--- src/rtl/acc_cpu_pkg.sv ---
package acc_cpu_pkg;
  localparam int AW = 16;
  localparam int DW = 8;
  localparam int OPBUF_W = 4 * DW;

  typedef enum logic [2:0] {M_INH, M_IMM, M_DIR, M_EXT, M_REL, M_MOV} amode_e;
  typedef enum logic [2:0] {K_LD, K_ST, K_ADD, K_SUB, K_DEC, K_BRA, K_MOV} kind_e;
  typedef enum logic [2:0] {G_A, G_B, G_D, G_X, G_Y, G_S} greg_e;
  typedef enum logic [2:0] {S_FETCH, S_OPR, S_RD, S_WR, S_INH} state_e;

  typedef struct packed {
    logic   legal;
    amode_e mode;
    kind_e  kind;
    greg_e  dst;
    logic   wide;
  } dec_t;
endpackage

--- src/rtl/acc_cpu_decode.sv ---
module acc_cpu_decode
  import acc_cpu_pkg::*;
(
  input  logic [DW-1:0] opcode,
  output dec_t          dec,
  output logic [2:0]    nops
);
  function automatic dec_t mk(amode_e m, kind_e k, greg_e g, logic w);
    mk = '{legal: 1'b1, mode: m, kind: k, dst: g, wide: w};
  endfunction

  always_comb begin
    case (opcode)
      8'h86: dec = mk(M_IMM, K_LD, G_A, 1'b0);
      8'h96: dec = mk(M_DIR, K_LD, G_A, 1'b0);
      8'hB6: dec = mk(M_EXT, K_LD, G_A, 1'b0);
      8'hC6: dec = mk(M_IMM, K_LD, G_B, 1'b0);
      8'hD6: dec = mk(M_DIR, K_LD, G_B, 1'b0);
      8'hF6: dec = mk(M_EXT, K_LD, G_B, 1'b0);
      8'hCC: dec = mk(M_IMM, K_LD, G_D, 1'b1);
      8'hFC: dec = mk(M_EXT, K_LD, G_D, 1'b1);
      8'hCE: dec = mk(M_IMM, K_LD, G_X, 1'b1);
      8'hCD: dec = mk(M_IMM, K_LD, G_Y, 1'b1);
      8'hCF: dec = mk(M_IMM, K_LD, G_S, 1'b1);
      8'h5A: dec = mk(M_DIR, K_ST, G_A, 1'b0);
      8'h7A: dec = mk(M_EXT, K_ST, G_A, 1'b0);
      8'h7B: dec = mk(M_EXT, K_ST, G_B, 1'b0);
      8'h7C: dec = mk(M_EXT, K_ST, G_D, 1'b1);
      8'h7E: dec = mk(M_EXT, K_ST, G_X, 1'b1);
      8'h7D: dec = mk(M_EXT, K_ST, G_Y, 1'b1);
      8'h7F: dec = mk(M_EXT, K_ST, G_S, 1'b1);
      8'h8B: dec = mk(M_IMM, K_ADD, G_A, 1'b0);
      8'hBB: dec = mk(M_EXT, K_ADD, G_A, 1'b0);
      8'hCB: dec = mk(M_IMM, K_ADD, G_B, 1'b0);
      8'hC3: dec = mk(M_IMM, K_ADD, G_D, 1'b1);
      8'h80: dec = mk(M_IMM, K_SUB, G_A, 1'b0);
      8'hB0: dec = mk(M_EXT, K_SUB, G_A, 1'b0);
      8'hB3: dec = mk(M_EXT, K_SUB, G_D, 1'b1);
      8'h43: dec = mk(M_INH, K_DEC, G_A, 1'b0);
      8'h20: dec = mk(M_REL, K_BRA, G_A, 1'b0);
      8'h0C: dec = mk(M_MOV, K_MOV, G_A, 1'b0);
      default: begin
        dec = mk(M_INH, K_BRA, G_A, 1'b0);
        dec.legal = 1'b0;
      end
    endcase
  end

  always_comb begin
    case (dec.mode)
      M_IMM:   nops = dec.wide ? 3'd2 : 3'd1;
      M_DIR:   nops = 3'd1;
      M_EXT:   nops = 3'd2;
      M_REL:   nops = 3'd1;
      M_MOV:   nops = 3'd4;
      default: nops = 3'd0;
    endcase
  end
endmodule

--- src/rtl/acc_cpu_alu.sv ---
module acc_cpu_alu
  import acc_cpu_pkg::*;
(
  input  kind_e           kind,
  input  logic            wide,
  input  logic [2*DW-1:0] lhs,
  input  logic [2*DW-1:0] rhs,
  output logic [2*DW-1:0] res,
  output logic            n_f,
  output logic            z_f,
  output logic            v_f,
  output logic            c_f,
  output logic            upd_v,
  output logic            upd_c
);
  localparam int WW = 2 * DW;

  logic [WW-1:0] l_op, r_op;
  logic [WW:0]   sum;
  logic          l_msb, r_msb, s_msb;

  always_comb begin
    l_op = wide ? lhs : {{DW{1'b0}}, lhs[DW-1:0]};
    r_op = wide ? rhs : {{DW{1'b0}}, rhs[DW-1:0]};
    case (kind)
      K_ADD:        sum = {1'b0, l_op} + {1'b0, r_op};
      K_SUB, K_DEC: sum = {1'b0, l_op} - {1'b0, r_op};
      default:      sum = {1'b0, r_op};
    endcase
    res   = wide ? sum[WW-1:0] : {{DW{1'b0}}, sum[DW-1:0]};
    l_msb = wide ? l_op[WW-1] : l_op[DW-1];
    r_msb = wide ? r_op[WW-1] : r_op[DW-1];
    s_msb = wide ? sum[WW-1]  : sum[DW-1];
    n_f   = s_msb;
    z_f   = (res == '0);
    c_f   = wide ? sum[WW] : sum[DW];
    if (kind == K_ADD) v_f = (l_msb == r_msb) && (s_msb != l_msb);
    else               v_f = (l_msb != r_msb) && (s_msb != l_msb);
    upd_v = (kind == K_ADD) || (kind == K_SUB) || (kind == K_DEC);
    upd_c = (kind == K_ADD) || (kind == K_SUB);
  end
endmodule

--- src/rtl/acc_cpu.sv ---
module acc_cpu
  import acc_cpu_pkg::*;
#(
  parameter logic [AW-1:0] RESET_PC = 16'h1000
) (
  input  logic          clk,
  input  logic          rst_n,
  output logic [AW-1:0] mem_addr,
  output logic [DW-1:0] mem_wdata,
  output logic          mem_we,
  input  logic [DW-1:0] mem_rdata,
  output logic [DW-1:0] reg_a,
  output logic [DW-1:0] reg_b,
  output logic [AW-1:0] reg_x,
  output logic [AW-1:0] reg_y,
  output logic [AW-1:0] reg_sp,
  output logic [AW-1:0] reg_pc,
  output logic [3:0]    ccr_nzvc,
  output logic          illegal_op
);
  localparam int WW = 2 * DW;

  state_e              state;
  logic [DW-1:0]       a, b, ir, prev;
  logic [AW-1:0]       x, y, sp, pc;
  logic [3:0]          ccr;
  logic                illegal;
  logic [OPBUF_W-1:0]  opbuf;
  logic [2:0]          cnt;

  dec_t                dec;
  logic [2:0]          nops;
  logic [WW-1:0]       sval, rhs, res;
  logic                n_f, z_f, v_f, c_f, upd_v, upd_c;
  logic                last, exec_now;
  logic [AW-1:0]       ea;

  acc_cpu_decode u_dec (
    .opcode (state == S_FETCH ? mem_rdata : ir),
    .dec    (dec),
    .nops   (nops)
  );

  always_comb begin
    case (dec.dst)
      G_A:     sval = {{DW{1'b0}}, a};
      G_B:     sval = {{DW{1'b0}}, b};
      G_D:     sval = {a, b};
      G_X:     sval = x;
      G_Y:     sval = y;
      default: sval = sp;
    endcase
  end

  assign rhs = (dec.kind == K_DEC) ? WW'(1) : {prev, mem_rdata};

  acc_cpu_alu u_alu (
    .kind  (dec.kind),
    .wide  (dec.wide),
    .lhs   (sval),
    .rhs   (rhs),
    .res   (res),
    .n_f   (n_f),
    .z_f   (z_f),
    .v_f   (v_f),
    .c_f   (c_f),
    .upd_v (upd_v),
    .upd_c (upd_c)
  );

  assign last = (cnt == nops - 3'd1);
  assign ea   = opbuf[AW-1:0] + {{(AW-3){1'b0}}, cnt};

  always_comb begin
    exec_now = 1'b0;
    case (state)
      S_OPR:   exec_now = last && (dec.mode == M_IMM);
      S_RD:    exec_now = (dec.mode != M_MOV) && (!dec.wide || cnt != 3'd0);
      S_INH:   exec_now = 1'b1;
      default: exec_now = 1'b0;
    endcase
  end

  always_comb begin
    case (state)
      S_RD:    mem_addr = (dec.kind == K_MOV) ? opbuf[OPBUF_W-1 -: AW] : ea;
      S_WR:    mem_addr = ea;
      default: mem_addr = pc;
    endcase
    mem_we = (state == S_WR);
    if (dec.kind == K_MOV)                mem_wdata = prev;
    else if (dec.wide && cnt == 3'd0)     mem_wdata = sval[WW-1:DW];
    else                                  mem_wdata = sval[DW-1:0];
  end

  always_ff @(posedge clk or negedge rst_n) begin
    if (!rst_n) begin
      state   <= S_FETCH;
      pc      <= RESET_PC;
      a       <= '0;
      b       <= '0;
      x       <= '0;
      y       <= '0;
      sp      <= '0;
      ccr     <= '0;
      illegal <= 1'b0;
      ir      <= '0;
      prev    <= '0;
      opbuf   <= '0;
      cnt     <= '0;
    end else begin
      if (exec_now) begin
        case (dec.dst)
          G_A:     a  <= res[DW-1:0];
          G_B:     b  <= res[DW-1:0];
          G_D:     begin a <= res[WW-1:DW]; b <= res[DW-1:0]; end
          G_X:     x  <= res;
          G_Y:     y  <= res;
          default: sp <= res;
        endcase
        ccr[3] <= n_f;
        ccr[2] <= z_f;
        if (upd_v) ccr[1] <= v_f;
        if (upd_c) ccr[0] <= c_f;
      end
      case (state)
        S_FETCH: begin
          ir    <= mem_rdata;
          pc    <= pc + AW'(1);
          opbuf <= '0;
          cnt   <= '0;
          if (!dec.legal)             illegal <= 1'b1;
          else if (dec.mode == M_INH) state   <= S_INH;
          else                        state   <= S_OPR;
        end
        S_OPR: begin
          pc    <= pc + AW'(1);
          opbuf <= {opbuf[OPBUF_W-DW-1:0], mem_rdata};
          prev  <= mem_rdata;
          cnt   <= cnt + 3'd1;
          if (last) begin
            cnt <= '0;
            case (dec.mode)
              M_REL: begin
                pc    <= pc + AW'(1) + {{(AW-DW){mem_rdata[DW-1]}}, mem_rdata};
                state <= S_FETCH;
              end
              M_IMM:   state <= S_FETCH;
              M_MOV:   state <= S_RD;
              default: state <= (dec.kind == K_ST) ? S_WR : S_RD;
            endcase
          end
        end
        S_RD: begin
          prev <= mem_rdata;
          if (dec.kind == K_MOV) begin
            cnt   <= '0;
            state <= S_WR;
          end else if (dec.wide && cnt == 3'd0) begin
            cnt <= 3'd1;
          end else begin
            state <= S_FETCH;
          end
        end
        S_WR: begin
          if (dec.wide && cnt == 3'd0 && dec.kind != K_MOV) cnt <= 3'd1;
          else                                              state <= S_FETCH;
        end
        default: state <= S_FETCH;
      endcase
    end
  end

  assign reg_a      = a;
  assign reg_b      = b;
  assign reg_x      = x;
  assign reg_y      = y;
  assign reg_sp     = sp;
  assign reg_pc     = pc;
  assign ccr_nzvc   = ccr;
  assign illegal_op = illegal;

  // only store and move instructions drive the write strobe
  a_r5_we_only_store: assert property (@(posedge clk) disable iff (!rst_n)
    mem_we |-> (dec.kind == K_ST || dec.kind == K_MOV));

  // a store cycle leaves the flags as they were
  a_r5_store_flags: assert property (@(posedge clk) disable iff (!rst_n)
    mem_we |=> $stable(ccr));

  // the branch leaves the flags as they were
  a_r9_bra_flags: assert property (@(posedge clk) disable iff (!rst_n)
    (state == S_OPR && dec.mode == M_REL) |=> $stable(ccr));

  // a move makes one write only
  a_r10_single_write: assert property (@(posedge clk) disable iff (!rst_n)
    (mem_we && dec.kind == K_MOV) |=> !mem_we);

  // an unknown opcode steps PC by one
  a_r11_illegal_pc: assert property (@(posedge clk) disable iff (!rst_n)
    (state == S_FETCH && !dec.legal) |=> (reg_pc == $past(reg_pc) + AW'(1)));

  // the illegal flag is sticky
  a_r11_illegal_sticky: assert property (@(posedge clk) disable iff (!rst_n)
    illegal_op |=> illegal_op);
endmodule

--- config.mk ---
export PLATFORM = sky130hd
export DESIGN_NAME = acc_cpu
export DESIGN_NICKNAME = d
export VERILOG_FILES = /design/src/rtl/acc_cpu_pkg.sv /design/src/rtl/acc_cpu_decode.sv /design/src/rtl/acc_cpu_alu.sv /design/src/rtl/acc_cpu.sv
export SDC_FILE = /design/constraint.sdc
export NUM_CORES = 1
export LEC_CHECK = 0
export BUFFER_PORTS_ARGS = -buffer_cell sky130_fd_sc_hd__buf_2
export CORE_UTILIZATION = 40
export DETAILED_ROUTE_END_ITERATION = 10
export SYNTH_ARGS = -nofsm -noshare
export SYNTH_HDL_FRONTEND = slang
export SYNTH_SLANG_ARGS = --single-unit
--- constraint.sdc ---
create_clock -name clk -period 4.85 [get_ports clk]
set_input_delay 0.2425 -clock clk [delete_from_list [all_inputs] [get_ports clk]]
set_output_delay 0.2425 -clock clk [all_outputs]
set_load 0.01 [all_outputs]
==> results.json <==
{
  "critPathArrivalTime_ns": 5.19,
  "root_buffer": "clkbuf_16",
  "p_int_mw": 4.42,
  "syn_avg_cell_area_um2": 8.42,
  "finish.utilization": 0.541,
  "dp_slack_ns": -0.386,
  "pwr-share-seq": 0.229,
  "clk_pin_slew_ns": 0.07,
  "rr_startpoint": "state[0]",
  "setup_ws_ns": -0.0209,
  "port_buffers": 119,
  "synth_compound_area_frac": 0.188,
  "core_area_um2": 26200,
  "reg2reg_depth": 19,
  "synth_seq_cells": 139,
  "regArea_um2": 3480,
  "firstDrtPassIters": 8,
  "cp_slowest_cell": "or3_4",
  "worst_pin_slew_ns": 1.14,
  "gp_congestion": 0.929,
  "synthToLayoutAreaGrowth_pct": 31.7,
  "hp-start": "mem_rdata[1]",
  "p_comb_frac": 0.595,
  "finalSetupTns_ns": -0.0750,
  "ys_warn_count": 0,
  "die-area_um2": 27500,
  "wire_per_inst_um": 19.7,
  "vias_per_cell": 5.78,
  "cts_tree": "done",
  "synth_edf_count": 0,
  "syn_inst": 1278,
  "syn_area_um2": 10800,
  "multi_input_area_um2": 7410,
  "first_iter_violations": 901,
  "totalWireLength_um": 37000,
  "synth_fp_nets": 1330,
  "yosysSeqAreaShare": 0.324,
  "drc_errors": 8,
  "end_kind": "register",
  "num_rows": 59,
  "n_antenna_cell": 0,
  "layout_min_cycle_time_ns": 4.87,
  "initial_core_util": 0.410,
  "synth_fa_ha_area_frac": 0.0510,
  "synth_top_family_by_area": "simple AND/OR/NAND/NOR gates",
  "crit_fanout": 7,
  "grt_pass1_wl_um": 59300,
  "worstHoldEndpoint": "ir[1]",
  "ir_drop_uv": 267,
  "async_flop_share": 1.00,
  "crit_chain": "or3_4 -> mux2i_2 -> a21boi_4 -> a21oi_4 -> and2_4 -> nor2_4 -> buf_6 -> a222oi_1 -> o21ai_2 -> ha_1 -> nor2b_4 -> o31a_1 -> o41ai_4 -> a211oi_2 -> o2111ai_2 -> nand4b_1 -> nor3b_4 -> mux2_2 -> mux2_1",
  "r2r_end": "reg_a[5]",
  "rsz0062_at_grt": "true",
  "violations": "design-rule violations, negative setup slack",
  "path_buf_inv": 1,
  "synth_mux_area_frac": 0.114,
  "finalHoldViolCount": 0,
  "setup_viol": 5,
  "yosys.area_share.simple": 0.228,
  "ant_nets": 0,
  "track_usage": 0.271,
  "leakage_nw": 6.95,
  "cp.depth": 19,
  "io_pins": 120,
  "worstSetupPathType": "reg2reg",
  "slew_headroom": 0.238,
  "fp.dieW_um": 166,
  "cts_buffers": 17,
  "ys_types": 84,
  "dp_hpwl_um": 27300,
  "timing.final.crit_share": 1.00,
  "clock_path_buffers": 2,
  "grt_pass1_vias": 10700,
  "p_sw_mw": 3.67,
  "drive_gt1_frac": 0.332,
  "synth_ff_type": "dfrtp_1",
  "crit_path_start_kind": "register",
  "drv_cap": 0,
  "clock_sinks": 139,
  "vias": 10900,
  "worstHoldPathType": "in2reg",
  "clkPwrFrac": 0.176,
  "insertion_delay_ns": 0.44,
  "die_y_um": 166,
  "h-tree-depth": 4,
  "synthXorXnorAreaFrac": 0.0537,
  "worstPathRequired_ns": 5.17,
  "fillers": 2430,
  "grt_max_degree": 91,
  "critPathTopFamily": "compound AO/OA/AOI/OAI gates",
  "nets": 1585,
  "grt_antenna_before_repair": 0,
  "worstHoldPathCells": 4,
  "fin_worst_skew_ns": 0.0121,
  "status": "finished, violations left",
  "power_density_nw_per_um2": 571,
  "grt_remaining_overflow": 0,
  "cp_slowest_stage_delay_ns": 0.45,
  "fmax_ghz": 0.205,
  "p_sw_frac": 0.454,
  "rrSetupSlack_ns": -0.02,
  "finalMaxSlewViolations": 0
}
[worst max path at each step]
stage / start / end / slack (ns)
final: state[0] / reg_a[5] / -0.02
after detailed placement: state[0] / ccr_nzvc[2] / -0.39
after global placement: state[0] / reg_a[7] / -0.38
after global routing: state[0] / reg_a[6] / -0.19
after floorplan: state[2] / reg_a[7] / 0.0005
after CTS: state[2] / reg_a[7] / -0.04
[repair_timing]
action | 4_1_cts | 5_1_grt
setup endpoints to repair | 27 | 43
setup buffers | 16 | 15
resized for setup | 60 | 63
pin swaps | 42 | 33
hold endpoints to repair | 88 | 0
hold buffers | 1 | 0
[sequential cells by signal (all words and copies together), names as in the netlist]
register / count
reg_x: 16
illegal_op: 1
prev: 8
reg_sp: 16
reg_pc: 16
reg_b: 8
cnt: 3
reg_y: 16
ir: 8
opbuf: 32
reg_a: 8
state: 3
ccr_nzvc: 4
[logic make-up (layout without fill, tap and decap cells)]
kind of cell | Yosys count | in the layout
simple gates | 499 | 499
compound gates | 317 | 317
flops | 139 | 139
mux | 112 | 112
buf+inv | 103 | 371
xor+xnor | 66 | 66
fa+ha+maj | 42 | 42
[cell usage in the layout, fill, tap and decap left out, drive strengths merged, types with 7 or more instances in the layout]
cell type and count:
a211oi 8, a21o 18, a21oi 83, a22o 9
a31oi 10, and2 8, and3 21, buf 315
clkbuf 17, dfrtp 138, ha 39, inv 31
mux2 86, mux2i 26, nand2 210, nand2b 14
nand3 56, nand4 14, nor2 71, nor2b 13
nor3 26, nor3b 15, nor4 10, o21ai 92
o22ai 15, o31ai 11, or3 8, or4 7
xnor2 40, xor2 26
[cell type report]
type / instances / share of cell area
Clock inverter: 15 / 0.0139
Tap cell: 335 / 0.0296
Inverter: 23 / 0.00609
Sequential cell: 139 / 0.246
Timing Repair Buffer: 316 / 0.151
Clock buffer: 17 / 0.0300
Multi-Input combinational cell: 1036 / 0.523
[power by group through the flow]
| stage | Sequential, mW | Clock, mW | Combinational [mW] |
|---|---|---|---|
| after floorplan | 1.77 | 0 | 2.61 |
| after global placement | 1.85 | 0 | 4.20 |
| after detailed placement | 1.86 | 0 | 4.21 |
| after CTS | 1.84 | 1.43 | 4.48 |
| after global routing | 1.89 | 1.49 | 5.21 |
| final | 1.85 | 1.42 | 4.82 |
[metal layers]
layer / vias up / share of wire / track usage
met2: 350 / 0.47 / 0.446
met3: 73 / 0.051 / 0.0405
met4: 0 / 0.030 / 0.111
li1: 5158 / - / -
met5: - / 0 / 0
met1: 5291 / 0.45 / 0.356
[Yosys cell counts (all sizes together) (26+ instances only)]
library cell | n | area, µm²
clkbuf | 51 | 191
nand2 | 210 | 798
nor3 | 26 | 141
xnor2 | 40 | 350
nand3 | 56 | 300
nor2 | 71 | 269
o21ai | 92 | 464
buf | 29 | 164
ha | 39 | 488
a21oi | 83 | 415
mux2i | 26 | 260
xor2 | 26 | 228
mux2 | 86 | 968
dfrtp | 138 | 3450
[tightest hold or removal path, stage by stage]
cell	delay [ns]
buf_2	0.15
buf_4	0.13
nand2_1	0.04
nand2_1	0.07
[per-stage QoR]
step	power [mW]	cell area, µm²	hold WS (ns)	std cells
finish	8.09	14200	0.244	1881
CTS	7.75	13800	0.237	1868
global route	8.60	14200	0.265	1881
global placement	6.06	12800	0.396	1820
floorplan	4.38	10800	-0.0531	1278
detailed placement	6.07	12800	0.399	1820
Power figures use the tool's default switching activity.
